<file path="src/rtl/pair_balance_seq.sv">
module pair_balance_seq #(
  parameter int NB = 4,
  parameter int VW = 12,
  parameter int IW = 16,
  parameter int TW = 8,
  parameter int DW = 16
) (
  input  logic                 clk,
  input  logic                 rst_n,
  input  logic [(NB+1)*VW-1:0] meas_v,
  input  logic [IW-1:0]        cfg_interval,
  input  logic [TW-1:0]        cfg_tick_len,
  input  logic [DW-1:0]        cfg_duration,
  input  logic [VW-1:0]        cfg_gap_thr,
  input  logic [VW-1:0]        cfg_buf_low,
  input  logic [VW-1:0]        cfg_safe_hi,
  input  logic [VW-1:0]        cfg_safe_lo,
  output logic [NB:0]          dis_en,
  output logic [NB:0]          chg_en,
  output logic                 xfer_active
);

  localparam int NCH = NB + 1;
  localparam int CW  = $clog2(NCH);

  typedef enum logic [1:0] {S_IDLE, S_EVAL, S_XFER, S_ABORT} st_t;

  st_t                 state;
  logic [IW-1:0]       ivl_cnt;
  logic [TW-1:0]       tick_cnt;
  logic [DW-1:0]       dur_cnt;
  logic [NCH*VW-1:0]   snap;
  logic [CW-1:0]       src, dst;
  logic                phase;

  logic [IW-1:0] ivl_eff;
  logic [TW-1:0] tl_eff;
  logic [DW-1:0] dur_eff;
  logic          mon_tick, tick_end, dur_last;

  assign ivl_eff  = (cfg_interval == '0) ? IW'(1) : cfg_interval;
  assign tl_eff   = (cfg_tick_len == '0) ? TW'(1) : cfg_tick_len;
  assign dur_eff  = (cfg_duration == '0) ? DW'(1) : cfg_duration;
  assign mon_tick = ivl_cnt >= ivl_eff - IW'(1);
  assign tick_end = tick_cnt >= tl_eff - TW'(1);
  assign dur_last = dur_cnt >= dur_eff - DW'(1);

  logic [CW-1:0] hi_i, lo_i;
  logic [VW-1:0] hi_v, lo_v, buf_v;
  logic          snap_bad, live_bad;

  always_comb begin
    logic [VW-1:0] cv;
    hi_i = '0;
    lo_i = '0;
    hi_v = snap[0 +: VW];
    lo_v = snap[0 +: VW];
    snap_bad = 1'b0;
    for (int i = 0; i < NB; i++) begin
      cv = snap[i*VW +: VW];
      if (cv > hi_v) begin hi_v = cv; hi_i = CW'(i); end
      if (cv < lo_v) begin lo_v = cv; lo_i = CW'(i); end
      if (cv > cfg_safe_hi || cv < cfg_safe_lo) snap_bad = 1'b1;
    end
  end

  always_comb begin
    logic [VW-1:0] lv;
    live_bad = 1'b0;
    for (int i = 0; i < NB; i++) begin
      lv = meas_v[i*VW +: VW];
      if (lv > cfg_safe_hi || lv < cfg_safe_lo) live_bad = 1'b1;
    end
  end

  assign buf_v = snap[NB*VW +: VW];

  logic pair_gap, buf_need, stop_now;
  assign pair_gap = (hi_v - lo_v) > cfg_gap_thr;
  assign buf_need = buf_v < cfg_buf_low;
  assign stop_now = mon_tick && live_bad;

  always_ff @(posedge clk) begin
    if (!rst_n) ivl_cnt <= '0;
    else        ivl_cnt <= mon_tick ? '0 : ivl_cnt + IW'(1);
  end

  always_ff @(posedge clk) begin
    if (!rst_n) begin
      state    <= S_IDLE;
      snap     <= '0;
      src      <= '0;
      dst      <= '0;
      phase    <= 1'b0;
      tick_cnt <= '0;
      dur_cnt  <= '0;
    end else begin
      case (state)
        S_IDLE: if (mon_tick) begin
          snap  <= meas_v;
          state <= S_EVAL;
        end
        S_EVAL: begin
          phase    <= 1'b0;
          tick_cnt <= '0;
          dur_cnt  <= '0;
          if (snap_bad) state <= S_ABORT;
          else if (pair_gap) begin
            src <= hi_i; dst <= lo_i; state <= S_XFER;
          end else if (buf_need) begin
            src <= hi_i; dst <= CW'(NB); state <= S_XFER;
          end else state <= S_IDLE;
        end
        S_XFER: begin
          if (stop_now) state <= S_ABORT;
          else if (tick_end) begin
            tick_cnt <= '0;
            phase    <= ~phase;
            dur_cnt  <= dur_cnt + DW'(1);
            if (dur_last) state <= S_IDLE;
          end else tick_cnt <= tick_cnt + TW'(1);
        end
        S_ABORT: if (mon_tick) state <= S_IDLE;
        default: state <= S_IDLE;
      endcase
    end
  end

  assign xfer_active = (state == S_XFER);
  assign dis_en = (xfer_active && !phase) ? (NCH'(1) << src) : '0;
  assign chg_en = (xfer_active &&  phase) ? (NCH'(1) << dst) : '0;

  AST_ENABLE_EXCL: assert property (@(posedge clk) disable iff (!rst_n)
    $onehot0(dis_en) && $onehot0(chg_en) && !(|dis_en && |chg_en));
  AST_SWAP_TO_CHG: assert property (@(posedge clk) disable iff (!rst_n)
    (|dis_en && tick_end && !dur_last && !stop_now) |=> |chg_en);
  AST_SWAP_TO_DIS: assert property (@(posedge clk) disable iff (!rst_n)
    (|chg_en && tick_end && !dur_last && !stop_now) |=> |dis_en);
  AST_PHASE_HOLD: assert property (@(posedge clk) disable iff (!rst_n)
    (xfer_active && !tick_end && !stop_now) |=> ($stable(dis_en) && $stable(chg_en)));
  AST_DUR_BOUND: assert property (@(posedge clk) disable iff (!rst_n)
    xfer_active |-> (dur_cnt < dur_eff));
  AST_PAIR_START: assert property (@(posedge clk) disable iff (!rst_n)
    (state == S_EVAL && !snap_bad && pair_gap) |=> (xfer_active && src != dst && dst != CW'(NB)));
  AST_BUF_RECEIVER: assert property (@(posedge clk) disable iff (!rst_n)
    (state == S_EVAL && !snap_bad && !pair_gap && buf_need) |=> (xfer_active && dst == CW'(NB)));
  AST_NO_START: assert property (@(posedge clk) disable iff (!rst_n)
    (state == S_EVAL && !pair_gap && !buf_need) |=> !xfer_active);
  AST_LIMIT_STOP: assert property (@(posedge clk) disable iff (!rst_n)
    (xfer_active && stop_now) |=> (state == S_ABORT));
  AST_SNAP_BLOCK: assert property (@(posedge clk) disable iff (!rst_n)
    (state == S_EVAL && snap_bad) |=> !xfer_active);
  AST_ABORT_HOLD: assert property (@(posedge clk) disable iff (!rst_n)
    (state == S_ABORT && !mon_tick) |=> (state == S_ABORT));

endmodule

</file>
<file path="config.mk">
export PLATFORM = sky130hd
export DESIGN_NAME = pair_balance_seq
export DESIGN_NICKNAME = d
export VERILOG_FILES = /design/src/rtl/pair_balance_seq.sv
export SDC_FILE = /design/constraint.sdc
export NUM_CORES = 1
export LEC_CHECK = 0
export BUFFER_PORTS_ARGS = -buffer_cell sky130_fd_sc_hd__buf_4
export CORE_MARGIN = 2
export CORE_UTILIZATION = 50
export CTS_CLUSTER_SIZE = 16
export DETAILED_ROUTE_END_ITERATION = 10
export GPL_TIMING_DRIVEN = 0
export PLACE_DENSITY_LB_ADDON = 0.25
export SYNTH_ARGS = -nofsm -noshare
export SYNTH_HDL_FRONTEND = slang
export SYNTH_SLANG_ARGS = --single-unit
</file>
<file path="constraint.sdc">
create_clock -name clk -period 20.6 [get_ports clk]
set_clock_uncertainty 0.1 [all_clocks]
set_input_delay 4.12 -clock clk [delete_from_list [all_inputs] [get_ports clk]]
set_output_delay 4.12 -clock clk [all_outputs]
set_load 0.05 [all_outputs]
</file>
=== Yosys cells after proc, flatten, opt, wreduce, memory -nomap -nowiden ===
Cells that the tools add are included.

* Latch bits: 0
* Memories: 0
* Bits in writable memories: 0
* Word-level logic and storage cells: 127
* Register bits after elaboration: 109
* Input bits: 150
* Bits in read-only memories: 0
* Output and inout bits: 11

* Reduce and logical (&&, ||, !) cells: 24
* Mux-type cells: 47
* Add/subtract/negate cells: 7
* Bitwise operators: 3
* Shifts and indexed selects: 2
* Divide/modulo/power cells: 0
* Equality and inequality tests: 9
* Order comparisons: 27
* Multiply operators: 0

{| class="wikitable"
|+ Operators by type and width
! operator !! count
|-
| $gt A12 B12 Y1 || 12
|-
| $lt A12 B12 Y1 || 12
|-
| $mux W12 || 6
|-
| $mux W16 || 4
|-
| $add A16 B1 Y16 const B || 2
|-
| $ge A16 B16 Y1 || 2
|-
| $logic_not A16 Y1 || 2
|-
| $pmux W16 S2 || 1
|-
| $sub A16 B1 Y16 const B || 2
|-
| $mux W3 || 8
|-
| $mux W8 || 3
|-
| $mux W2 || 8
|-
| $pmux W8 S2 || 1
|-
| $mux W1 || 12
|-
| $sub A12 B12 Y12 || 1
|-
| $mux W5 || 2
|-
| $shl A1 B3 Y5 const A || 2
|-
| $add A8 B1 Y8 const B || 1
|-
| $ge A8 B8 Y1 || 1
|-
| $logic_not A8 Y1 || 1
|-
| $logic_or A1 B1 Y1 || 8
|-
| $pmux W2 S4 || 1
|-
| $sub A8 B1 Y8 const B || 1
|-
| $ne A2 B2 Y1 const B || 3
|-
| 14 further kinds || 23
|}

=== Longest topological paths before layout ===
* Depth in word-level cells: 11
* Mapped depth: 52
* Mapped depth without buffers: 50

=== Least setup slack after synthesis ===
No wires, ideal clock.

* Kind: flip-flop to flip-flop
* Start point: register snap[1]
* End point: register src[1]
* Stages on the path, launching flop included: 50
* Required time: 20.409 ns
* Path buffers: 3
* Data arrival time: 9.376 ns
* Path slack: 11.033 ns
* Path through: dfxtp_1 > inv_1 > ha_1 > nor2b_4 > o31ai_4 > a21oi_2 > nor3_1 > clkbuf_1 > mux2i_1 > ha_1 > a21o_1 > a21o_1 > a21oi_1 > o21ai_0 > a2111o_1 > and2_1 > buf_6 > clkbuf_1 > [14 not listed] > o21ai_0 > nand2b_1 > a21o_1 > a21o_1 > a21o_1 > a41o_1 > o21ai_0 > nand2b_1 > a21oi_1 > xnor2_1 > ha_1 > nand4_1 > nor2_1 > a2111oi_0 > o22ai_1 > a31oi_1 > nor2b_1 > a311oi_1

* Cells in the longest elaborated chain, start to end: 10

{| class="wikitable"
|+ RTL lines
! what !! line !! source
|-
| start: declaration || 32 || <nowiki>logic [NCH*VW-1:0] snap;</nowiki>
|-
| start signal: assignment || 100 || <nowiki>snap <= meas_v;</nowiki>
|-
| $gt A12 B12 Y1 / $lt A12 B12 Y1 (equally long branches) || 61, 62 ||
|-
| $mux W12, on equally long branches || 61, 62 ||
|-
| $gt A12 B12 Y1 / $lt A12 B12 Y1 (equally long branches) || 61, 62 ||
|-
| $mux W12, on equally long branches || 61, 62 ||
|-
| $gt A12 B12 Y1 / $lt A12 B12 Y1 (equally long branches) || 61, 62 ||
|-
| $mux W12, on equally long branches || 61, 62 ||
|-
| $sub A12 B12 Y12 || 79 || <nowiki>assign pair_gap = (hi_v - lo_v) > cfg_gap_thr;</nowiki>
|-
| $gt A12 B12 Y1 || 79 ||
|-
| $reduce_bool A2 Y1 (no source line) || - ||
|-
| $reduce_and A3 Y1 (no source line) || - ||
|-
| end signal: assignment || 92 || <nowiki>src <= '0;</nowiki>
|-
| end signal: assignment || 109 || <nowiki>src <= hi_i; dst <= lo_i; state <= S_XFER;</nowiki>
|-
| end signal: assignment || 111 || <nowiki>src <= hi_i; dst <= CW'(NB); state <= S_XFER;</nowiki>
|-
| end: declaration || 33 || <nowiki>logic [CW-1:0] src, dst;</nowiki>
|}

Several ways; a longest one is shown, not always the timed one. The select of a mux whose other input is x is not followed.
A chain may end at the register's enable or synchronous reset.

=== Worst setup path in the final report ===
* Start point: register snap[6]
* End point: register src[1]

Same word-level chain as after synthesis.

==> reports/results.ini <==
[timing]
fmax_mhz=86.9
period_needed_ns=11.51
drv_slew=0
fin_ws_ns=9.09
worstMarginPinSlew_ns=0.855
rsz0062_at_grt=false
whs_ns=0.362
finalSetupViolCount=0
finalCritPeriodShare_pct=55.9
hold_viol_final=0
slew_headroom_pct=41.5
tns_ns=0

[global_route]
gr-total-overflow=0
grt_util_met3_pct=3.22
grt_usage_pct=27.9
grt_pass1_vias=12200
grt-busiest-layer=met2
grt_pass1_wl_mm=62.7
use_met2_pct=44.8
grt_max_degree=20
grt.met1_usage_pct=38.0
antenna_found_initial=0

[placed_design]
placed_area_sq_mm=0.0148
hpwlAfterDp_mm=31.8
dp_slack_ns=9.31
finalWeightedCongestion=0.941
port_buffers=159

[drt]
routed_wirelength_mm=39.4
dr.pass1.iters=6
drc=0
vias=12800
ant_nets=0
wire_per_inst_um=18.2
drt_iter0_markers=801
via_per_inst=5.94

[clock_tree]
post-cts-setup-buffer-count=0
ctsResizeCount=0
cts_htree_levels=3
insertion_delay_ns=0.37
root_buffer=clkbuf_16
cts_tree=built
cts_sinks=108
numCtsBuffers=9
cts_buffer_depth=2
ctsHoldBuffers=0
clk_pin_slew_worst_paths_ns=0.08

[yosys]
yosysWarnings=0
synth_cell_types=82
synth_cells=1651
async_flop_share_pct=0
synth_edf_count=0
yosys.area.top_type=ha_1
synth.area.top_cells=ha_1 31%, dfxtp_1 16%, a21o_1 6.8%
synth_nets=2127
ys_ff_latch=108
synth_seq_area_share_pct=16.4
synth_flop_cell=dfxtp_1
syn_area_sq_mm=0.0132
yosysTopAreaCellShare_pct=30.8
postSynthAreaPerCell_sq_um=7.99

[power]
switching_share_pct=31.0
power.density_mw_per_mm2=34.2
p_leak_nw=7.59
p_comb_share_pct=25.3
p_int_uw=356
seqPwrFrac_pct=40.8
switchingPower_uw=160
clock_power_share_pct=33.9
ir_drop_mv=0.0385

[setup_path]
startpoint_type=flop
path_class=flop to flop
max_stage_delay_ns=0.77
worstSetupEndpoint=src[1]$_SDFFE_PN0P_
cp_slowest_cell=a2111oi_0
worstReg2RegEnd=src[1]$_SDFFE_PN0P_
reg2reg_slack_ns=9.09
arrival_ns=11.68
cpMostUsedCell=a21o_1
reg2reg_depth=48
setup.worst_path.start=snap[6]$_SDFFE_PN0P_
endpoint_kind=flop
cp_data_required_time_ns=20.77
crit_fanout=10
reg2reg_from=snap[6]$_SDFFE_PN0P_

[final_layout]
area_growth_pct=14.5
layout-drive-gt1-share_pct=11.9
fin_nets=2297
fin_util_pct=58.1
final_area_sq_mm=0.0151
diodes=0

[floorplan]
start_util_pct=50.7
die_w_um=166
ios=161
core_area_sq_mm=0.0260
dieArea_sq_mm=0.0277
die_height_um=166
placementRows=59

[flow_run]
cap_violations=0

[status]
status=finished clean

[hold_path]
worstHoldPathType=flop to flop

[cell usage after synthesis (3+ instances only)]
library cell  count
a2111oi_0         3
a211o_1           3
a211oi_1         12
a21boi_0          3
a21o_1          120
a21oi_1         148
a221oi_1          5
a31oi_1           5
and2_1            7
and3_1           12
and4_1            9
clkbuf_1         38
dfxtp_1         108
ha_1            325
inv_1            97
mux2_2           14
mux2i_1          16
nand2_1         208
nand2b_1         30
nand3_1          35
nand4_1          44
nor2_1           91
nor2b_1          23
nor3_1           28
nor4_1           13
o2111ai_1         4
o211ai_1          9
o21a_1           16
o21ai_0          74
o22ai_1           3
o31ai_1           5
or2_2             5
or3_1             9
or4_1             6
xnor2_1          31
xor2_1           35
[how the worst min path moves through the flow]
stage / start / endpoint / slack (ns) / cells after the start
after floorplan: snap[48]$_SDFFE_PN0P_ / snap[48]$_SDFFE_PN0P_ / 0.33 / 2
after CTS: snap[51]$_SDFFE_PN0P_ / snap[51]$_SDFFE_PN0P_ / 0.36 / 2
after detailed placement: snap[48]$_SDFFE_PN0P_ / snap[48]$_SDFFE_PN0P_ / 0.35 / 2
after global placement: snap[56]$_SDFFE_PN0P_ / snap[56]$_SDFFE_PN0P_ / 0.35 / 2
final: snap[51]$_SDFFE_PN0P_ / snap[51]$_SDFFE_PN0P_ / 0.36 / 2
after global routing: snap[58]$_SDFFE_PN0P_ / snap[58]$_SDFFE_PN0P_ / 0.38 / 2
[metrics by stage]
| step | total power, mW | instances |
|---|---|---|
| 2_1_floorplan | 0.287 | 1651 |
| 3_3_place_gp | 0.339 | 2145 |
| 3_5_place_dp | 0.344 | 2145 |
| 4_1_cts | 0.517 | 2161 |
| 5_1_grt | 0.542 | 2161 |
| 6_report | 0.517 | 2161 |
[state kept, by name, indices dropped and copies added (netlist names)]
register and flops:
ivl_cnt 16, src 2, snap 60, state 2, phase 1, tick_cnt 8, dur_cnt 16, dst 3
[layout make-up]
cell class	count	area, sq um
Inverter	98	368
Fill cell	2387	10900
Buffer	43	179
Tap cell	335	419
Multi-Input combinational cell	1402	10500
Timing Repair Buffer	159	1190
Sequential cell	108	2160
Clock inverter	6	55.1
Clock buffer	10	239
[placed cells by master (no fill, tap or decap), types with 6 or more instances in the layout]
cell type,netlist,layout
buf_4,2,161
nand2_1,208,208
or4_1,6,6
mux2i_1,16,16
nand3_1,35,35
inv_1,97,97
o21a_1,16,16
mux2_2,14,14
xnor2_1,31,31
nand4_1,44,44
a21o_1,120,120
and4_1,9,9
nor4_1,13,13
nor3_1,28,28
clkbuf_1,38,38
and3_1,12,12
and2_1,7,7
ha_1,325,325
xor2_1,35,35
nor2b_1,23,23
dfxtp_1,108,108
a21oi_1,148,148
o21ai_0,74,74
o211ai_1,9,9
clkbuf_16,0,9
a211oi_1,12,12
nor2_1,91,91
nand2b_1,30,30
or3_1,9,9
[cell families after synthesis]
logic type	after synthesis	synth area share (%)
multiplexers	30	2.41
flip-flops	108	16.4
XOR/XNOR	66	4.38
other	1	0.0284
adder cells (fa/ha/maj)	327	31.1
buffers and inverters	141	4.15
AND/OR/NAND/NOR	530	19.3
AO/OA/AOI/OAI	448	22.2
[critical path: cells and delay by family (launching register included)]
kind	cells	cell delay, ns
mux	1	0.36
simple gates	9	1.53
buf+inv	5	1.32
xor+xnor	1	0.14
flops	1	0.55
compound gates	26	5.72
fa+ha+maj	6	1.64
[power by group through the flow]
| stage | sequential (mW) | combinational, mW | clock, mW |
|---|---|---|---|
| after floorplan | 0.215 | 0.0720 | 0 |
| after global placement | 0.215 | 0.123 | 0 |
| after detailed placement | 0.216 | 0.128 | 0 |
| after CTS | 0.211 | 0.129 | 0.177 |
| after global routing | 0.211 | 0.145 | 0.186 |
| final | 0.211 | 0.131 | 0.175 |
[per-layer routing]
metal  share of wire, %  wire [um]  vias up
li1                   -          -     6368
met1                 46      18100     5951
met2                 45      17500      433
met3                5.6       2190       88
met4                4.0       1560        0
met5                  0          0        -
Note: power is estimated with default switching activity, not from simulation.
